### src/rtl/sps_pkg.sv
package sps_pkg;

  typedef enum logic [2:0] {
    SEQ_IDLE,
    SEQ_ARMED,
    SEQ_SLOWED,
    SEQ_COUNTING,
    SEQ_PULSE,
    SEQ_HOLD,
    SEQ_DONE
  } seq_state_t;

endpackage

### src/rtl/sps_stage_tracker.sv
module sps_stage_tracker #(
  parameter int CODE_W      = 8,
  parameter int SYNC_STAGES = 2
) (
  input  logic              clk,
  input  logic              rst,
  input  logic              clr_count,
  input  logic              bit_mode,
  input  logic [CODE_W-1:0] code_in,
  input  logic              code_bit,
  output logic [CODE_W-1:0] stage
);

  localparam int BUS_W = CODE_W + 1;
  localparam int LAST  = SYNC_STAGES - 1;

  logic [BUS_W-1:0]  sync_q [SYNC_STAGES];
  logic [BUS_W-1:0]  settle_q;
  logic [CODE_W-1:0] code_acc;
  logic              bit_acc;
  logic [CODE_W-1:0] toggle_cnt;

  logic              code_stable;
  logic              bit_stable;

  // a value counts as valid once two consecutive synchronized samples agree
  assign code_stable = (sync_q[LAST][CODE_W-1:0] == settle_q[CODE_W-1:0]);
  assign bit_stable  = (sync_q[LAST][CODE_W] == settle_q[CODE_W]);

  always_ff @(posedge clk) begin
    if (rst) begin
      for (int i = 0; i < SYNC_STAGES; i++) sync_q[i] <= '0;
      settle_q <= '0;
    end else begin
      sync_q[0] <= {code_bit, code_in};
      for (int i = 1; i < SYNC_STAGES; i++) sync_q[i] <= sync_q[i-1];
      settle_q <= sync_q[LAST];
    end
  end

  always_ff @(posedge clk) begin
    if (rst) begin
      code_acc <= '0;
    end else if (code_stable) begin
      code_acc <= settle_q[CODE_W-1:0];
    end
  end

  always_ff @(posedge clk) begin
    if (rst) begin
      bit_acc    <= 1'b0;
      toggle_cnt <= '0;
    end else begin
      if (bit_stable && (settle_q[CODE_W] != bit_acc)) bit_acc <= settle_q[CODE_W];
      if (clr_count) begin
        toggle_cnt <= '0;
      end else if (bit_stable && (settle_q[CODE_W] != bit_acc)) begin
        toggle_cnt <= toggle_cnt + 1'b1;
      end
    end
  end

  assign stage = bit_mode ? toggle_cnt : code_acc;

endmodule

### src/rtl/sps_half_timer.sv
module sps_half_timer #(
  parameter int W            = 16,
  parameter bit DUAL_EDGE_EN = 1'b1
) (
  input  logic         clk,
  input  logic         rst,
  input  logic         run,
  input  logic         fine,
  output logic [W:0]   elapsed
);

  logic [W-1:0] rise_cnt;
  logic [W-1:0] fall_cnt;

  always_ff @(posedge clk) begin
    if (rst || !run) rise_cnt <= '0;
    else             rise_cnt <= rise_cnt + 1'b1;
  end

  generate
    if (DUAL_EDGE_EN) begin : g_dual
      // second counter on the opposite edge; the sum counts half periods
      always_ff @(negedge clk) begin
        if (rst || !run || !fine) fall_cnt <= '0;
        else                      fall_cnt <= fall_cnt + 1'b1;
      end
    end else begin : g_single
      assign fall_cnt = '0;
    end
  endgenerate

  assign elapsed = {1'b0, rise_cnt} + {1'b0, fall_cnt};

endmodule

### src/rtl/stage_pulse_seq.sv
module stage_pulse_seq
  import sps_pkg::*;
#(
  parameter int CODE_W       = 8,
  parameter int DLY_W        = 16,
  parameter int WID_W        = 8,
  parameter int HOLD_W       = 16,
  parameter int TO_W         = 24,
  parameter int SYNC_STAGES  = 2,
  parameter bit DUAL_EDGE_EN = 1'b1
) (
  input  logic              clk,
  input  logic              rst,
  input  logic              arm,
  input  logic [CODE_W-1:0] code_in,
  input  logic              code_bit,
  input  logic              cfg_bit_mode,
  input  logic              cfg_fine,
  input  logic              cfg_serial,
  input  logic [CODE_W-1:0] cfg_slow_stage,
  input  logic [CODE_W-1:0] cfg_cmp_stage,
  input  logic [DLY_W-1:0]  cfg_delay,
  input  logic [WID_W-1:0]  cfg_width,
  input  logic [HOLD_W-1:0] cfg_hold,
  input  logic [TO_W-1:0]   cfg_timeout,
  output logic              slow_level,
  output logic              slow_cmd_req,
  output logic              restore_cmd_req,
  output logic              rst_pulse,
  output logic              busy,
  output logic              done,
  output logic              timeout_flag
);

  typedef struct packed {
    logic              bit_mode;
    logic              fine;
    logic              serial;
    logic [CODE_W-1:0] slow_stage;
    logic [CODE_W-1:0] cmp_stage;
    logic [DLY_W-1:0]  delay;
    logic [WID_W-1:0]  width;
    logic [HOLD_W-1:0] hold;
    logic [TO_W-1:0]   timeout;
  } seq_cfg_t;

  seq_state_t        state;
  seq_cfg_t          cfg_q;
  logic              arm_ok;
  logic [CODE_W-1:0] stage;
  logic [DLY_W:0]    elapsed;
  logic              timer_run;
  logic [TO_W-1:0]   wait_cnt;
  logic [WID_W-1:0]  width_cnt;
  logic [HOLD_W-1:0] hold_cnt;
  logic              serial_q;

  assign arm_ok    = arm && ((state == SEQ_IDLE) || (state == SEQ_DONE));
  assign timer_run = (state == SEQ_COUNTING);
  assign serial_q  = cfg_q.serial;

  sps_stage_tracker #(
    .CODE_W     (CODE_W),
    .SYNC_STAGES(SYNC_STAGES)
  ) u_tracker (
    .clk      (clk),
    .rst      (rst),
    .clr_count(arm_ok),
    .bit_mode (cfg_q.bit_mode),
    .code_in  (code_in),
    .code_bit (code_bit),
    .stage    (stage)
  );

  sps_half_timer #(
    .W           (DLY_W),
    .DUAL_EDGE_EN(DUAL_EDGE_EN)
  ) u_timer (
    .clk    (clk),
    .rst    (rst),
    .run    (timer_run),
    .fine   (cfg_q.fine),
    .elapsed(elapsed)
  );

  always_ff @(posedge clk) begin
    slow_cmd_req    <= 1'b0;
    restore_cmd_req <= 1'b0;
    if (rst) begin
      state        <= SEQ_IDLE;
      cfg_q        <= '0;
      slow_level   <= 1'b0;
      rst_pulse    <= 1'b0;
      busy         <= 1'b0;
      done         <= 1'b0;
      timeout_flag <= 1'b0;
      wait_cnt     <= '0;
      width_cnt    <= '0;
      hold_cnt     <= '0;
    end else begin
      case (state)
        SEQ_IDLE, SEQ_DONE: begin
          if (arm) begin
            state        <= SEQ_ARMED;
            cfg_q        <= '{bit_mode: cfg_bit_mode, fine: cfg_fine, serial: cfg_serial,
                              slow_stage: cfg_slow_stage, cmp_stage: cfg_cmp_stage,
                              delay: cfg_delay, width: cfg_width, hold: cfg_hold,
                              timeout: cfg_timeout};
            busy         <= 1'b1;
            done         <= 1'b0;
            timeout_flag <= 1'b0;
          end
        end
        SEQ_ARMED: begin
          if (stage == cfg_q.slow_stage) begin
            state    <= SEQ_SLOWED;
            wait_cnt <= cfg_q.timeout;
            if (cfg_q.serial) slow_cmd_req <= 1'b1;
            else              slow_level   <= 1'b1;
          end
        end
        SEQ_SLOWED: begin
          if (stage == cfg_q.cmp_stage) begin
            state <= SEQ_COUNTING;
          end else if (wait_cnt == '0) begin
            state        <= SEQ_DONE;
            slow_level   <= 1'b0;
            busy         <= 1'b0;
            done         <= 1'b1;
            timeout_flag <= 1'b1;
            if (cfg_q.serial) restore_cmd_req <= 1'b1;
          end else begin
            wait_cnt <= wait_cnt - 1'b1;
          end
        end
        SEQ_COUNTING: begin
          if (elapsed >= {1'b0, cfg_q.delay}) begin
            state     <= SEQ_PULSE;
            rst_pulse <= 1'b1;
            width_cnt <= (cfg_q.width == '0) ? '0 : cfg_q.width - 1'b1;
          end
        end
        SEQ_PULSE: begin
          if (width_cnt == '0) begin
            state     <= SEQ_HOLD;
            rst_pulse <= 1'b0;
            hold_cnt  <= cfg_q.hold;
          end else begin
            width_cnt <= width_cnt - 1'b1;
          end
        end
        SEQ_HOLD: begin
          if (hold_cnt == '0) begin
            state      <= SEQ_DONE;
            slow_level <= 1'b0;
            busy       <= 1'b0;
            done       <= 1'b1;
            if (cfg_q.serial) restore_cmd_req <= 1'b1;
          end else begin
            hold_cnt <= hold_cnt - 1'b1;
          end
        end
        default: state <= SEQ_IDLE;
      endcase
    end
  end

endmodule

### config.mk
export PLATFORM = sky130hd
export DESIGN_NAME = stage_pulse_seq
export DESIGN_NICKNAME = d
export VERILOG_FILES = /design/src/rtl/sps_pkg.sv /design/src/rtl/sps_stage_tracker.sv /design/src/rtl/sps_half_timer.sv /design/src/rtl/stage_pulse_seq.sv
export SDC_FILE = /design/constraint.sdc
export NUM_CORES = 1
export LEC_CHECK = 0
export BUFFER_PORTS_ARGS = -buffer_cell sky130_fd_sc_hd__buf_2
export CAP_MARGIN = 15
export CELL_PAD_IN_SITES_DETAIL_PLACEMENT = 0
export CELL_PAD_IN_SITES_GLOBAL_PLACEMENT = 2
export CORE_MARGIN = 2
export CORE_UTILIZATION = 35
export DETAILED_ROUTE_END_ITERATION = 7
export GPL_TIMING_DRIVEN = 1
export PLACE_DENSITY_LB_ADDON = 0.1
export SYNTH_ARGS = -nofsm -noshare
export SYNTH_HDL_FRONTEND = slang
export SYNTH_SLANG_ARGS = --single-unit
### constraint.sdc
create_clock -name clk -period 5.1 [get_ports clk]
set_input_delay 1.02 -clock clk [delete_from_list [all_inputs] [get_ports clk]]
set_output_delay 1.02 -clock clk [all_outputs]
set_load 0.02 [all_outputs]
==> metrics.cfg <==
[yosys]
synth_common_cells=nand2_1 (266), dfxtp_1 (217), a21oi_1 (158)
yosys.area.top_type=dfxtp_1
synth_top_family_by_area=simple AND/OR/NAND/NOR gates
synth_flop_cell=dfxtp_1
synthAdderAreaFrac_pct=5.02
synth.area.mux_share_pct=1.60
synth.most_common_cell=nand2_1
syn_inst=1346
yosysWarnings=0
synthTopCellsByArea=dfxtp_1 (41%), nand2_1 (9.4%), a21oi_1 (7.4%), ha_1 (4.8%), nor2_1 (4.0%)
synthXorXnorAreaFrac_pct=6.27
synthesis.nets=1483
ys_types=69
synth-compound-area-share_pct=17.7
synth.top_cell.area_share_pct=40.9
syn_area_um2=10600
synth-async-reset-ratio_pct=0
yosysSeqAreaShare_pct=40.9
yosys.area_share.simple_pct=24.3
ys_ff_latch=217
synth-edff-count=0
postSynthAreaPerCell_um2=7.89

[run_status]
violations=negative setup slack
outcome=finished with violations

[sta]
slew_violations=0
fin_ws_ns=-1.31
max_slew_margin_pct=32.7
max_slew.worst_pin.slew_ns=1.01
rsz0062_at_grt=true
hold_violations=0
fin_tns_setup_ns=-14.70
clock_skew_ns=0.0613
setup_viol=12

[worst_setup_path]
startpoint_type=register
critical_path.max_fanout=5
cp.required_ns=5.48
worstRegToRegCells=20
crit_type=reg -> reg
arrival_ns=6.79
end_kind=register

[cts]
cts-root-buf=clkbuf_16
cts_max_path_buffers=3
path_clk_slew_ns=0.06
insertion_delay_ns=0.59
cts_made_buffers=26
cts_tree=yes
cts_max_level=1
cts_sinks=217

[power]
p_leak_nw=5.23
switchingPower_mw=2.00
sw_frac_of_total_pct=35.5
total_power_mw=5.64
seqPwrFrac_pct=36.4
p_per_area_nw_per_um2=437
vdd_drop_max_v=0.000229
p_int_mw=3.64
p_clk_share_pct=34.2
p_comb_share_pct=29.5

[place]
dp_hpwl_mm=19.2
io_buffers=101
globalplace.congestion=0.837

[routing]
wl_mm=28.1
first_iter_violations=553
vias_per_cell=5.01
drc=0
vias=9515
dr.pass1.iters=4
ant_nets=0
wl_per_cell_um=14.8

[cells_and_area]
fillCellCount=3125
ff_latch_area_um2=4350
antenna_cells=0
fin_util_pct=43.3
drive_gt1_share_pct=16.3
multiInputGateArea_um2=5950
layout.nets=1625
area_growth_pct=21.6

[global_routing]
grt_pass1_vias=9330
grtUsageTotal_pct=17.9
antenna_found_initial=0
grt_max_degree=189
grt-ovfl-total=0
grt_pass1_wl_mm=46.7

[floorplanning]
die-area_um2=31700
fp.dieH_um=178
die_x_um=178
initial_core_util_pct=35.6
num_rows=63
core-area_um2=29800
pin_count=102

[worst_hold_path]
whs_path_depth=1
hp-class=reg -> reg

[job]
cap_viol_max_count=0

[placed cells by master, fill, tap and decap left out, types with 7 or more instances in the layout]
master,count
xor2_1,34
a22oi_1,9
xnor2_1,42
and3_1,13
buf_4,64
clkbuf_8,8
buf_2,100
nor2b_1,35
dfxtp_1,216
o21ai_0,65
or3_1,7
nand4_1,7
nor4_1,14
a21oi_1,155
ha_1,40
nor2_1,114
nand2_1,265
mux2i_1,17
nor3_1,37
a31oi_1,11
clkbuf_16,27
nand3_1,25
a21o_1,7
inv_1,56
[state kept, by name, summed over array words and instances (netlist names)]
name / cells
cfg_q: 82
wait_cnt: 24
u_tracker.sync_q: 18
hold_cnt: 16
u_timer.fall_cnt: 16
u_timer.rise_cnt: 16
u_tracker.settle_q: 9
u_tracker.code_acc: 8
u_tracker.toggle_cnt: 8
width_cnt: 8
state: 3
busy: 1
done: 1
restore_cmd_req: 1
rst_pulse: 1
serial_q: 1
slow_cmd_req: 1
slow_level: 1
timeout_flag: 1
u_tracker.bit_acc: 1
[logic make-up (layout without fill, tap and decap cells)]
group	count (synthesis)	count (layout)
simple gates	563	563
compound gates	319	319
flops	217	217
buf+inv	112	274
xor+xnor	76	76
fa+ha+maj	42	42
mux	17	17
[stage by stage]
stage / instances / hold slack, ns / instance area [µm²] / worst slack, ns
final: 1898 / 0.432 / 12900 / -1.31
after global routing: 1898 / 0.449 / 12900 / -1.52
after CTS: 1896 / 0.435 / 12900 / -1.23
after detailed placement: 1830 / 0.420 / 11900 / -1.31
after global placement: 1830 / 0.422 / 11900 / -1.27
after floorplan: 1346 / 0.414 / 10700 / -1.10
[metal layers]
layer / part of all wire (%) / up-vias / wire (µm) / GRT usage [%]
li1: - / 4936 / - / -
met1: 48 / 4412 / 13500 / 23.8
met2: 46 / 125 / 13000 / 30.8
met3: 3.6 / 42 / 1020 / 2.47
met4: 2.1 / 0 / 584 / 4.23
met5: 0 / - / 0 / 0
[layout make-up]
class | instances | share of cell area [%]
Inverter | 41 | 1.19
Clock buffer | 41 | 6.29
Tap cell | 390 | 3.78
Timing Repair Buffer | 169 | 8.10
Clock inverter | 23 | 0.930
Sequential cell | 217 | 33.7
Multi-Input combinational cell | 1017 | 46.1
[worst max-delay path: stages, from the launching register on]
cell       delay, ns
dfxtp_4         0.35
ha_4            0.13
inv_2           0.03
fa_2            0.36
nor2b_4         0.13
o2111ai_2       0.15
a311o_1         0.32
a21oi_2         0.17
buf_4           0.13
buf_4           0.09
buf_4           0.09
nor2b_1         0.05
ha_1            0.31
and4_1          0.24
o211ai_1        0.12
a21oi_2         0.27
a211oi_4        0.08
buf_4           0.14
buf_6           0.12
nor4b_1         0.29
nor3_1          0.08
[repair_timing]
item,CTS,global route
pin swaps,4,4
gates resized for setup,8,9
setup endpoints to repair,12,12
setup buffers,2,2
hold buffers,0,0
endpoints found under the hold margin,0,0
cloned,1,0
[path summary, 6_finish.rpt]
kind	startpoint	slack, ns	to
hold reg to reg	u_tracker.sync_q[0][5]$_SDFF_PP0_	0.43	u_tracker.sync_q[0][14]$_SDFF_PP0_
setup reg to reg	u_timer.fall_cnt[0]$_SDFF_NP0_	-1.31	width_cnt[4]$_SDFFE_PP0P_
hold / removal	u_tracker.sync_q[0][5]$_SDFF_PP0_	0.43	u_tracker.sync_q[0][14]$_SDFF_PP0_
setup / recovery	u_timer.fall_cnt[0]$_SDFF_NP0_	-1.31	width_cnt[4]$_SDFFE_PP0P_
[power groups by stage]
stage	Combinational (mW)	Clock [mW]	Sequential, mW
global route	1.90	2.07	2.08
floorplan	1.24	0.0204	2.04
CTS	1.69	1.99	2.05
detailed placement	1.67	0.0204	2.09
global placement	1.68	0.0204	2.09
finish	1.66	1.93	2.05
No activity file was read; power rests on OpenSTA's default activity.
